## src/rtl/uart_mpb_pkg.sv

```systemverilog
package uart_mpb_pkg;
    localparam int DATA_W = 8;
    localparam int ADDR_W = 2;

    localparam logic [ADDR_W-1:0] A_CTRL = 2'd0;
    localparam logic [ADDR_W-1:0] A_STAT = 2'd1;
    localparam logic [ADDR_W-1:0] A_TXD  = 2'd2;
    localparam logic [ADDR_W-1:0] A_RXD  = 2'd3;

    // control register bit positions
    localparam int B_PARODD = 0;
    localparam int B_PAREN  = 1;
    localparam int B_MPMODE = 2;
    localparam int B_MPB    = 3;
    localparam int B_CKALT  = 4;
    localparam int B_TXEN   = 5;
    localparam int B_TXMPB  = 6;

    typedef struct packed {
        logic tx_mpb;
        logic tx_en;
        logic ck_alt;
        logic mp_mode;
        logic par_en;
        logic par_odd;
    } ctrl_t;

    typedef struct packed {
        logic rx_full;
        logic overrun;
        logic par_err;
        logic frm_err;
        logic tx_empty;
    } stat_t;

    typedef struct packed {
        logic [DATA_W-1:0] data;
        logic              mpb;
        logic              par_bad;
        logic              stop_bad;
    } rx_frame_t;

    typedef enum logic [2:0] {
        TX_IDLE, TX_START, TX_DATA, TX_MPB, TX_PAR, TX_STOP
    } tx_st_e;

    typedef enum logic [2:0] {
        RX_IDLE, RX_START, RX_DATA, RX_MPB, RX_PAR, RX_STOP, RX_HOLD
    } rx_st_e;

    function automatic logic par_bit(input logic [DATA_W-1:0] d, input logic odd);
        return (^d) ^ odd;
    endfunction
endpackage

```

## src/rtl/uart_mpb_tick.sv

```systemverilog
module uart_mpb_tick #(
    parameter int CLKS_PER_TICK = 4
) (
    input  logic clk,
    input  logic rst,
    output logic tick
);
    localparam int CW = (CLKS_PER_TICK > 1) ? $clog2(CLKS_PER_TICK) : 1;
    localparam logic [CW-1:0] LAST = CW'(CLKS_PER_TICK - 1);

    logic [CW-1:0] cnt;

    always_ff @(posedge clk) begin
        if (rst) begin
            cnt  <= '0;
            tick <= 1'b0;
        end else if (cnt == LAST) begin
            cnt  <= '0;
            tick <= 1'b1;
        end else begin
            cnt  <= cnt + 1'b1;
            tick <= 1'b0;
        end
    end
endmodule

```

## src/rtl/uart_mpb_tx.sv

```systemverilog
module uart_mpb_tx
    import uart_mpb_pkg::*;
#(
    parameter int OVS = 16
) (
    input  logic              clk,
    input  logic              rst,
    input  logic              tick,
    input  logic              en,
    input  logic              mp_mode,
    input  logic              par_en,
    input  logic              par_odd,
    input  logic              req,
    input  logic              mpb_in,
    input  logic [DATA_W-1:0] data,
    output logic              take,
    output logic              txd
);
    localparam int CW = $clog2(OVS);
    localparam int BW = $clog2(DATA_W);
    localparam logic [CW-1:0] T_LAST = CW'(OVS - 1);
    localparam logic [BW-1:0] B_LAST = BW'(DATA_W - 1);

    tx_st_e            st;
    tx_st_e            after_data, after_mpb;
    logic [CW-1:0]     tcnt;
    logic [BW-1:0]     bidx;
    logic [DATA_W-1:0] sh;
    logic              mpb_r, par_r, line;
    logic              bit_end;

    assign bit_end = tick && (tcnt == T_LAST);
    assign take    = (st == TX_IDLE) && en && req;
    assign txd     = line;

    always_comb begin
        after_mpb  = par_en  ? TX_PAR : TX_STOP;
        after_data = mp_mode ? TX_MPB : after_mpb;
    end

    always_ff @(posedge clk) begin
        if (rst) begin
            st    <= TX_IDLE;
            line  <= 1'b1;
            tcnt  <= '0;
            bidx  <= '0;
            sh    <= '0;
            mpb_r <= 1'b0;
            par_r <= 1'b0;
        end else if (!en) begin
            st   <= TX_IDLE;
            line <= 1'b1;
            tcnt <= '0;
        end else if (take) begin
            sh    <= data;
            mpb_r <= mpb_in;
            par_r <= par_bit(data, par_odd);
            st    <= TX_START;
            line  <= 1'b0;
            tcnt  <= '0;
            bidx  <= '0;
        end else if (st != TX_IDLE && tick) begin
            tcnt <= bit_end ? '0 : tcnt + 1'b1;
            if (bit_end) begin
                case (st)
                    TX_START: begin
                        st   <= TX_DATA;
                        line <= sh[0];
                        sh   <= sh >> 1;
                        bidx <= '0;
                    end
                    TX_DATA: begin
                        if (bidx == B_LAST) begin
                            st <= after_data;
                            if (after_data == TX_MPB)      line <= mpb_r;
                            else if (after_data == TX_PAR) line <= par_r;
                            else                           line <= 1'b1;
                        end else begin
                            bidx <= bidx + 1'b1;
                            line <= sh[0];
                            sh   <= sh >> 1;
                        end
                    end
                    TX_MPB: begin
                        st   <= after_mpb;
                        line <= par_en ? par_r : 1'b1;
                    end
                    TX_PAR: begin
                        st   <= TX_STOP;
                        line <= 1'b1;
                    end
                    default: begin
                        st   <= TX_IDLE;
                        line <= 1'b1;
                    end
                endcase
            end
        end
    end
endmodule

```

## src/rtl/uart_mpb_rx.sv

```systemverilog
module uart_mpb_rx
    import uart_mpb_pkg::*;
#(
    parameter int OVS = 16
) (
    input  logic      clk,
    input  logic      rst,
    input  logic      tick,
    input  logic      rxd,
    input  logic      mp_mode,
    input  logic      par_en,
    input  logic      par_odd,
    output logic      done,
    output rx_frame_t frame
);
    localparam int CW = $clog2(OVS);
    localparam int BW = $clog2(DATA_W);
    localparam logic [CW-1:0] T_LAST = CW'(OVS - 1);
    localparam logic [CW-1:0] T_MID  = CW'(OVS / 2 - 1);
    localparam logic [BW-1:0] B_LAST = BW'(DATA_W - 1);

    rx_st_e            st;
    rx_st_e            after_data, after_mpb;
    logic [1:0]        sync;
    logic              rxs;
    logic [CW-1:0]     tcnt;
    logic [BW-1:0]     bidx;
    logic [DATA_W-1:0] sh;
    logic              mpb_r, par_bad_r;
    logic              bit_end, mid_end;

    assign rxs     = sync[1];
    assign bit_end = tick && (tcnt == T_LAST);
    assign mid_end = tick && (tcnt == T_MID);

    always_comb begin
        after_mpb  = par_en  ? RX_PAR : RX_STOP;
        after_data = mp_mode ? RX_MPB : after_mpb;
    end

    always_ff @(posedge clk) begin
        if (rst) begin
            sync <= 2'b11;
        end else begin
            sync <= {sync[0], rxd};
        end
    end

    always_ff @(posedge clk) begin
        if (rst) begin
            st        <= RX_IDLE;
            tcnt      <= '0;
            bidx      <= '0;
            sh        <= '0;
            mpb_r     <= 1'b0;
            par_bad_r <= 1'b0;
            done      <= 1'b0;
            frame     <= '0;
        end else begin
            done <= 1'b0;
            case (st)
                RX_IDLE: begin
                    if (!rxs) begin
                        st   <= RX_START;
                        tcnt <= '0;
                    end
                end
                RX_HOLD: begin
                    if (rxs) st <= RX_IDLE;
                end
                RX_START: begin
                    if (tick) begin
                        if (mid_end) begin
                            tcnt      <= '0;
                            bidx      <= '0;
                            mpb_r     <= 1'b0;
                            par_bad_r <= 1'b0;
                            st        <= rxs ? RX_IDLE : RX_DATA;
                        end else begin
                            tcnt <= tcnt + 1'b1;
                        end
                    end
                end
                default: begin
                    if (tick) begin
                        tcnt <= bit_end ? '0 : tcnt + 1'b1;
                        if (bit_end) begin
                            case (st)
                                RX_DATA: begin
                                    sh <= {rxs, sh[DATA_W-1:1]};
                                    if (bidx == B_LAST) st <= after_data;
                                    else                bidx <= bidx + 1'b1;
                                end
                                RX_MPB: begin
                                    mpb_r <= rxs;
                                    st    <= after_mpb;
                                end
                                RX_PAR: begin
                                    par_bad_r <= (rxs != par_bit(sh, par_odd));
                                    st        <= RX_STOP;
                                end
                                default: begin
                                    done           <= 1'b1;
                                    frame.data     <= sh;
                                    frame.mpb      <= mpb_r;
                                    frame.par_bad  <= par_bad_r;
                                    frame.stop_bad <= !rxs;
                                    st             <= rxs ? RX_IDLE : RX_HOLD;
                                end
                            endcase
                        end
                    end
                end
            endcase
        end
    end
endmodule

```

## src/rtl/uart_mpb_regs.sv

```systemverilog
module uart_mpb_regs
    import uart_mpb_pkg::*;
(
    input  logic              clk,
    input  logic              rst,
    input  logic              iostop,
    input  logic              wr_en,
    input  logic              rd_en,
    input  logic [ADDR_W-1:0] addr,
    input  logic [DATA_W-1:0] wdata,
    output logic [DATA_W-1:0] rdata,
    output ctrl_t             ctrl,
    output stat_t             stat,
    output logic              tx_req,
    output logic [DATA_W-1:0] tx_data,
    output logic [DATA_W-1:0] rx_byte,
    input  logic              tx_take,
    input  logic              rx_done,
    input  rx_frame_t         rx_frame
);
    logic wr_ctrl, wr_txd, rd_rxd;
    logic mpb_last;

    assign wr_ctrl = wr_en && (addr == A_CTRL);
    assign wr_txd  = wr_en && (addr == A_TXD);
    assign rd_rxd  = rd_en && (addr == A_RXD);
    assign tx_req  = !stat.tx_empty;

    always_ff @(posedge clk) begin
        if (rst) begin
            ctrl          <= '0;
            stat          <= '0;
            stat.tx_empty <= 1'b1;
            tx_data       <= '0;
            rx_byte       <= '0;
            mpb_last      <= 1'b0;
        end else begin
            if (wr_ctrl) begin
                ctrl.tx_mpb  <= wdata[B_TXMPB];
                ctrl.tx_en   <= wdata[B_TXEN];
                ctrl.ck_alt  <= wdata[B_CKALT];
                ctrl.mp_mode <= wdata[B_MPMODE];
                ctrl.par_en  <= wdata[B_PAREN];
                ctrl.par_odd <= wdata[B_PARODD];
            end
            if (iostop) ctrl.tx_en <= 1'b0;

            if (tx_take) stat.tx_empty <= 1'b1;
            if (wr_txd) begin
                tx_data       <= wdata;
                stat.tx_empty <= 1'b0;
            end

            if (rd_rxd) stat.rx_full <= 1'b0;
            if (rx_done) begin
                if (stat.rx_full) begin
                    stat.overrun <= 1'b1;
                end else begin
                    rx_byte      <= rx_frame.data;
                    mpb_last     <= rx_frame.mpb;
                    stat.rx_full <= 1'b1;
                end
                if (rx_frame.par_bad)  stat.par_err <= 1'b1;
                if (rx_frame.stop_bad) stat.frm_err <= 1'b1;
            end

            if (wr_ctrl && !wdata[B_MPB]) begin
                stat.overrun <= 1'b0;
                stat.par_err <= 1'b0;
                stat.frm_err <= 1'b0;
            end
        end
    end

    always_comb begin
        rdata = '0;
        case (addr)
            A_CTRL: begin
                rdata[B_TXMPB]  = ctrl.tx_mpb;
                rdata[B_TXEN]   = ctrl.tx_en;
                rdata[B_CKALT]  = ctrl.ck_alt;
                rdata[B_MPB]    = ctrl.mp_mode & mpb_last;
                rdata[B_MPMODE] = ctrl.mp_mode;
                rdata[B_PAREN]  = ctrl.par_en;
                rdata[B_PARODD] = ctrl.par_odd;
            end
            A_STAT:  rdata = {stat.rx_full, stat.overrun, stat.par_err, stat.frm_err,
                              3'b000, stat.tx_empty};
            A_TXD:   rdata = tx_data;
            default: rdata = rx_byte;
        endcase
    end
endmodule

```

## src/rtl/uart_mpb_chan.sv

```systemverilog
module uart_mpb_chan
    import uart_mpb_pkg::*;
#(
    parameter int CLKS_PER_TICK = 4,
    parameter int OVS           = 16
) (
    input  logic              clk,
    input  logic              rst,
    input  logic              iostop,
    input  logic [ADDR_W-1:0] reg_addr,
    input  logic              reg_wr,
    input  logic              reg_rd,
    input  logic [DATA_W-1:0] reg_wdata,
    output logic [DATA_W-1:0] reg_rdata,
    output logic              txd,
    input  logic              rxd,
    output logic              clkpin_alt
);
    logic              tick;
    ctrl_t             ctrl_q;
    stat_t             stat_q;
    logic              tx_req, tx_take, rx_done;
    logic [DATA_W-1:0] tx_data, rx_byte;
    rx_frame_t         rx_frame;

    assign clkpin_alt = ctrl_q.ck_alt;

    uart_mpb_tick #(.CLKS_PER_TICK(CLKS_PER_TICK)) u_tick (
        .clk  (clk),
        .rst  (rst),
        .tick (tick)
    );

    uart_mpb_regs u_regs (
        .clk      (clk),
        .rst      (rst),
        .iostop   (iostop),
        .wr_en    (reg_wr),
        .rd_en    (reg_rd),
        .addr     (reg_addr),
        .wdata    (reg_wdata),
        .rdata    (reg_rdata),
        .ctrl     (ctrl_q),
        .stat     (stat_q),
        .tx_req   (tx_req),
        .tx_data  (tx_data),
        .rx_byte  (rx_byte),
        .tx_take  (tx_take),
        .rx_done  (rx_done),
        .rx_frame (rx_frame)
    );

    uart_mpb_tx #(.OVS(OVS)) u_tx (
        .clk     (clk),
        .rst     (rst),
        .tick    (tick),
        .en      (ctrl_q.tx_en),
        .mp_mode (ctrl_q.mp_mode),
        .par_en  (ctrl_q.par_en),
        .par_odd (ctrl_q.par_odd),
        .req     (tx_req),
        .mpb_in  (ctrl_q.tx_mpb),
        .data    (tx_data),
        .take    (tx_take),
        .txd     (txd)
    );

    uart_mpb_rx #(.OVS(OVS)) u_rx (
        .clk     (clk),
        .rst     (rst),
        .tick    (tick),
        .rxd     (rxd),
        .mp_mode (ctrl_q.mp_mode),
        .par_en  (ctrl_q.par_en),
        .par_odd (ctrl_q.par_odd),
        .done    (rx_done),
        .frame   (rx_frame)
    );
endmodule

```

## config.mk

```make
export PLATFORM = sky130hd
export DESIGN_NAME = uart_mpb_chan
export DESIGN_NICKNAME = d
export VERILOG_FILES = /design/src/rtl/uart_mpb_pkg.sv /design/src/rtl/uart_mpb_tick.sv /design/src/rtl/uart_mpb_tx.sv /design/src/rtl/uart_mpb_rx.sv /design/src/rtl/uart_mpb_regs.sv /design/src/rtl/uart_mpb_chan.sv
export SDC_FILE = /design/constraint.sdc
export NUM_CORES = 1
export LEC_CHECK = 0
export BUFFER_PORTS_ARGS = -buffer_cell sky130_fd_sc_hd__buf_2
export CAP_MARGIN = 15
export CORE_MARGIN = 2
export CORE_UTILIZATION = 35
export CTS_CLUSTER_SIZE = 10
export DETAILED_ROUTE_END_ITERATION = 7
export GPL_TIMING_DRIVEN = 0
export SYNTH_ARGS = -nofsm -noshare
export SYNTH_HDL_FRONTEND = slang
export SYNTH_SLANG_ARGS = --single-unit
```

## constraint.sdc

```tcl
create_clock -name clk -period 2.15 [get_ports clk]
set_input_delay 0.1075 -clock clk [delete_from_list [all_inputs] [get_ports clk]]
set_output_delay 0.1075 -clock clk [all_outputs]
set_load 0.02 [all_outputs]
```

; Word level (Yosys, flattened, before mapping)
; Index checks and enable logic that the tools add are counted.
[totals]
wordCells = 209
inputBits = 16
register_bits = 86
output_inout_bits = 10
[classes]
n_mux = 72
n_bitwise = 11
n_eq_ne = 30
reduce_logical = 55
add_sub_neg = 5
[op_table]
columns = op, n
row1 = 3-bit two-way mux, 20
row2 = 8-bit two-way mux, 4
row3 = 1-bit two-way mux, 28
row4 = 4-bit two-way mux, 7
row5 = 7-bit one-hot mux with 3 select lines, 1
row6 = "3-bit equality test, second input constant", 6
row7 = 3-bit one-hot mux with 3 select lines, 2
row8 = 8-bit one-hot mux with 2 select lines, 1
row9 = 2-bit nonzero test, 8
row10 = 8-bit XOR reduction, 2
row11 = "3-bit by 2-bit equality test with 1-bit output, second input constant", 5
row12 = 5-bit AND reduction, 3
row13 = 3-bit one-hot mux with 2 select lines, 2
row14 = 3-bit one-hot mux with 4 select lines, 1
row15 = 4-bit one-hot mux with 3 select lines, 1
row16 = 2-bit AND reduction, 6
row17 = 4-bit AND reduction, 3
row18 = 1-bit logical AND, 10
row19 = 2-bit OR reduction, 5
row20 = 3-bit nonzero test, 3
row21 = 3-bit OR reduction, 3
row22 = "4-bit by 1-bit adder with 4-bit output, second input constant", 2
row23 = "4-bit equality test, second input constant", 2
row24 = 1-bit NOT, 8
row25 = 25 further kinds, 40

; Longest topological paths before layout
[logic_depth]
depth_word = 10
mapped_depth = 8
mapped_depth_nobuf = 7

; Hierarchy
; Synthesis repeated with hierarchy kept, for this count alone.
[hier_totals]
cells_unflattened = 463
area_unflattened_um2 = 4154.0
[modules_own_cells]
columns = mod, n_inst, area_each_um2, cells_per_inst, seq_area_each_um2
row1 = uart_mpb_rx, 1, 1654.1, 185, 680.7
row2 = uart_mpb_regs, 1, 1231.2, 137, 560.5
row3 = uart_mpb_tx, 1, 1172.4, 134, 420.4
row4 = uart_mpb_tick, 1, 96.3, 7, 60.1

; Worst setup path before layout
; No wires, ideal clock.
[synth_timing]
path_kind = register to register
start = register u_tx.bidx[0]
end = register u_tx.bidx[1]
n_path_buf = 1
setup_slack_ps = 142
arrival_ps = 1881
path_stages_with_launch = 9
setup_time_ps = 128
t_required_ps = 2022
synth_period_minus_slack_ps = 2008
cell_sequence = dfxtp_1 > ha_1 > ha_1 > or3b_1 > a211o_1 > buf_4 > and2_1 > a22oi_1 > nor2_1
[synth_via]
elab_chain_cells = 6
word_cells_on_any_way = 9
cone_classes = add/sub (1) / eq/ne (2) / mux (5) / reduce/logical (1)
[synth_lines]
columns = item, line
row1 = "start, declared", uart_mpb_tx.sv:27  ; logic [BW-1:0] bidx;
row2 = "start signal, assigned", uart_mpb_tx.sv:79  ; bidx <= bidx + 1'b1;
row3 = 3-bit by 1-bit adder with 3-bit output, uart_mpb_tx.sv:79
row4 = 3-bit two-way mux, uart_mpb_tx.sv:73  ; if (bidx == B_LAST) begin
row5 = 3-bit one-hot mux with 2 select lines, uart_mpb_tx.sv:65  ; case (st)
row6 = 3-bit two-way mux, uart_mpb_tx.sv:64  ; if (bit_end) begin
row7 = 3-bit two-way mux, uart_mpb_tx.sv:62  ; end else if (st != TX_IDLE && tick) begin
row8 = 3-bit two-way mux, uart_mpb_tx.sv:54  ; end else if (take) begin
; Several ways; a longest one is shown, not always the timed one. The select of a mux whose other input is x is not followed.
; A chain may end at the register's enable or synchronous reset.

; Worst setup path after layout
[layout_timing]
start = register u_tx.bidx[0]
end = register u_tx.bidx[2]
; The elaborated chain is that of the path after synthesis.

==> impl_metrics.ini <==
[worst_setup_path]
required_ns = 2.36
rrSetupSlack_ns = 0.11
r2r-start = u_tx.bidx[0]
ff2ff_path_depth = 8
cp_cell_sequence = ha_1 > ha_2 > or3b_4 > a211o_1 > buf_6 > and2_4 > a22oi_2 > nor2_1
cp-start-kind = flip-flop
crit_arrival_ns = 2.25
cpPeakStageDelay_ns = 0.38
slowest_stage = or3b_4
cp-end-kind = flip-flop
worstPathMaxFanout = 9
worst-setup-path-type = reg -> reg
r2r_end = u_tx.bidx[2]

[cells_and_area]
final_nets = 506
utilization_pct = 41.1
post_layout_nonfiller_instances = 631
diodes = 0
area_growth_pct = 15.7
drive_gt1_share_pct = 13.5

[sta]
clock_skew_ns = 0.00589
holdWs_ns = 0.0129
fin_crit_ns = 2.04
slew_headroom_pct = 51.1
finalCritPeriodShare_pct = 95.0
worst_slew_pin_slew_ns = 0.727
grt_setup_unrepaired = false
slew_viol_final = 0
finalHoldViolations = 0
fmax_ghz = 0.490
setup_viol = 0

[route]
first_pass_iters = 6
vias = 3241
wl_per_cell_um = 14.5
drtIter0Drc = 249
drc = 0
antenna_left = 0
routed_wl_um = 9120
viasPerCell = 5.14

[clocking]
htreeDepth = 3
cts_max_path_buffers = 2
root_buffer = clkbuf_16
numCtsBuffers = 9
path_clk_slew_ns = 0.06
cts.sinks = 86
cts_tree = done
cts_setup_buffers = 0
clk_latency_ns = 0.34

[status]
outcome = finished clean

[global_route]
grtUsageTotal_pct = 15.3
grt_use_met3_pct = 4.05
use_met2_pct = 24.4
grt_pass1_wl_um = 15500
top_usage_layer = met2
antenna_found_initial = 0
met1_usage_pct = 20.6
grt.overflow.total = 0
grt_pass1_vias = 3122
grt_max_degree = 14

[floorplanning]
chipWidth_um = 111
die_h_um = 111
coreArea_mm2 = 0.0113
io_pins = 26
dieArea_mm2 = 0.0124
initial_utilization_pct = 35.5
rows = 39

[synth]
ys_types = 55
ys_seq_elements = 86
ys_warn_count = 0
postSynthCellCount = 445
synthArstFlopShare_pct = 0
syn_area_mm2 = 0.00402
yosysSeqAreaShare_pct = 42.8
synthFlopType = dfxtp_1
synth_fp_nets = 468
syn_area_per_cell_um2 = 9.03
synth_edf_count = 0

[flow_run]
max_cap_violations = 0

[power_and_ir_drop]
peakVddDrop_uv = 440
p_switching_w = 0.000776
leakage_nw = 1.90
p_clk_share_pct = 43.6
p_per_area_mw_per_mm2 = 727
p_comb_share_pct = 8.0
power_frac_seq_pct = 48.4
p_total_w = 0.00338
switching_share_pct = 22.9
internal-power_w = 0.00261

[placement]
hpwlAfterDp_um = 6620
place.gp.congestion = 0.824
dp.cells = 613
port_buffers = 25

[worst_hold_path]
hold_path_end = u_regs.tx_data[7]
hp-start = reg_wdata[7]
hold_path_depth = 3
min-delay-path-class = in -> reg
## placed cells by master, fill, tap and decap left out, types with 9 or more instances in the layout
cell type,netlist,final
dfxtp_1,86,86
nor2_1,72,72
mux2i_1,45,45
nand2_1,42,42
a21oi_1,30,30
buf_2,4,29
clkbuf_1,13,14
o21ai_0,14,14
xnor2_1,14,14
nand3_1,10,10
clkbuf_16,0,9
## cell usage after synthesis, types with 4 or more instances
| library cell | n | share of area [%] |
|---|---|---|
| nor2b_1 | 8 | 1.2 |
| nand2_1 | 42 | 3.9 |
| inv_1 | 5 | 0.47 |
| mux2i_1 | 45 | 11 |
| dfxtp_1 | 86 | 43 |
| buf_2 | 4 | 0.50 |
| or3_1 | 4 | 0.62 |
| a21oi_1 | 30 | 3.7 |
| buf_1 | 4 | 0.37 |
| xnor2_1 | 14 | 3.1 |
| clkbuf_1 | 13 | 1.2 |
| nor3_1 | 7 | 0.87 |
| mux4_2 | 4 | 2.2 |
| a211oi_1 | 8 | 1.5 |
| nand3_1 | 10 | 1.2 |
| nand2b_1 | 8 | 1.2 |
| ha_1 | 7 | 2.2 |
| nor2_1 | 72 | 6.7 |
| o21ai_0 | 14 | 1.7 |
| mux2_2 | 4 | 1.1 |
## worst max-delay path by stage
stage	startpoint	end	slack [ns]	cells past startpoint
CTS	u_tx.bidx[0]	u_tx.bidx[2]	0.0006	8
floorplan	u_tx.bidx[0]	u_tx.bidx[1]	0.14	8
finish	u_tx.bidx[0]	u_tx.bidx[2]	0.11	8
detailed placement	u_tx.bidx[0]	u_tx.bidx[2]	-0.03	8
global route	u_tx.bidx[0]	u_tx.bidx[2]	0.009	8
global placement	u_tx.bidx[0]	u_tx.bidx[2]	0.02	8
## cell type report
class                      instances  area [um^2]
fill                            1114         6670
timing repair buffer              27          145
inverter                           5         18.8
clock inverter                     3         17.5
multi-input combinational        327         2160
sequential                        86         1720
clock buffer                      13          270
tap                              143          179
buffer                            27          138
## power groups by stage
stage	sequential, W	clock, W	combinational [W]
6_report	0.00164	0.00147	0.000271
4_1_cts	0.00164	0.00152	0.000269
5_1_grt	0.00164	0.00158	0.000298
2_1_floorplan	0.00167	0	0.000194
3_3_place_gp	0.00167	0	0.000262
3_5_place_dp	0.00167	0	0.000266
## critical path, delay by kind of cell, from the launching register on
kind / cells / cell delay (ns)
buf+inv: 1 / 0.15
simple gates: 3 / 0.60
fa+ha+maj: 2 / 0.40
flops: 1 / 0.32
compound gates: 2 / 0.45
## logic make-up (layout without fill, tap and decap cells)
kind of cell	after synthesis	count (layout)	synth area share [%]
and+or+nand+nor	174	174	20.3
DFF	86	86	42.8
AOI/OAI and AO/OA	74	74	11.5
muxes	53	53	14.6
buffers and inverters	32	75	3.80
xor gates and xnor gates	19	19	4.82
adders and majority gates	7	7	2.18
## stage by stage
stage	instance area [um^2]	setup TNS [ns]	setup slack [ns]
after CTS	4630	0	0.000649
after floorplan	4020	0	0.142
after global placement	4320	0	0.0229
after detailed placement	4320	-0.0628	-0.0337
after global routing	4650	0	0.00852
final	4650	0	0.109
## sequential cells by signal, summed over array words and instances (netlist names), 4 cells and up
signal,flops
u_rx.frame,11
u_rx.sh,8
u_regs.stat,5
u_tx.sh,8
u_regs.ctrl,6
u_regs.rx_byte,8
u_tx.tcnt,4
u_rx.tcnt,4
u_regs.tx_data,8
## metal layers
layer / routed length [um] / share of wire, %
met3: 332 / 3.6
met5: 0 / 0
met1: 4560 / 50
met4: 112 / 1.2
met2: 4120 / 45
## what timing repair did
item                                    CTS  global route
hold endpoints to repair                  2             0
hold buffers                              2             0
resized for setup                         1             5
pin swaps                                 0             1
endpoints found under the setup margin    2             3
(Power assumes the default switching activity.)
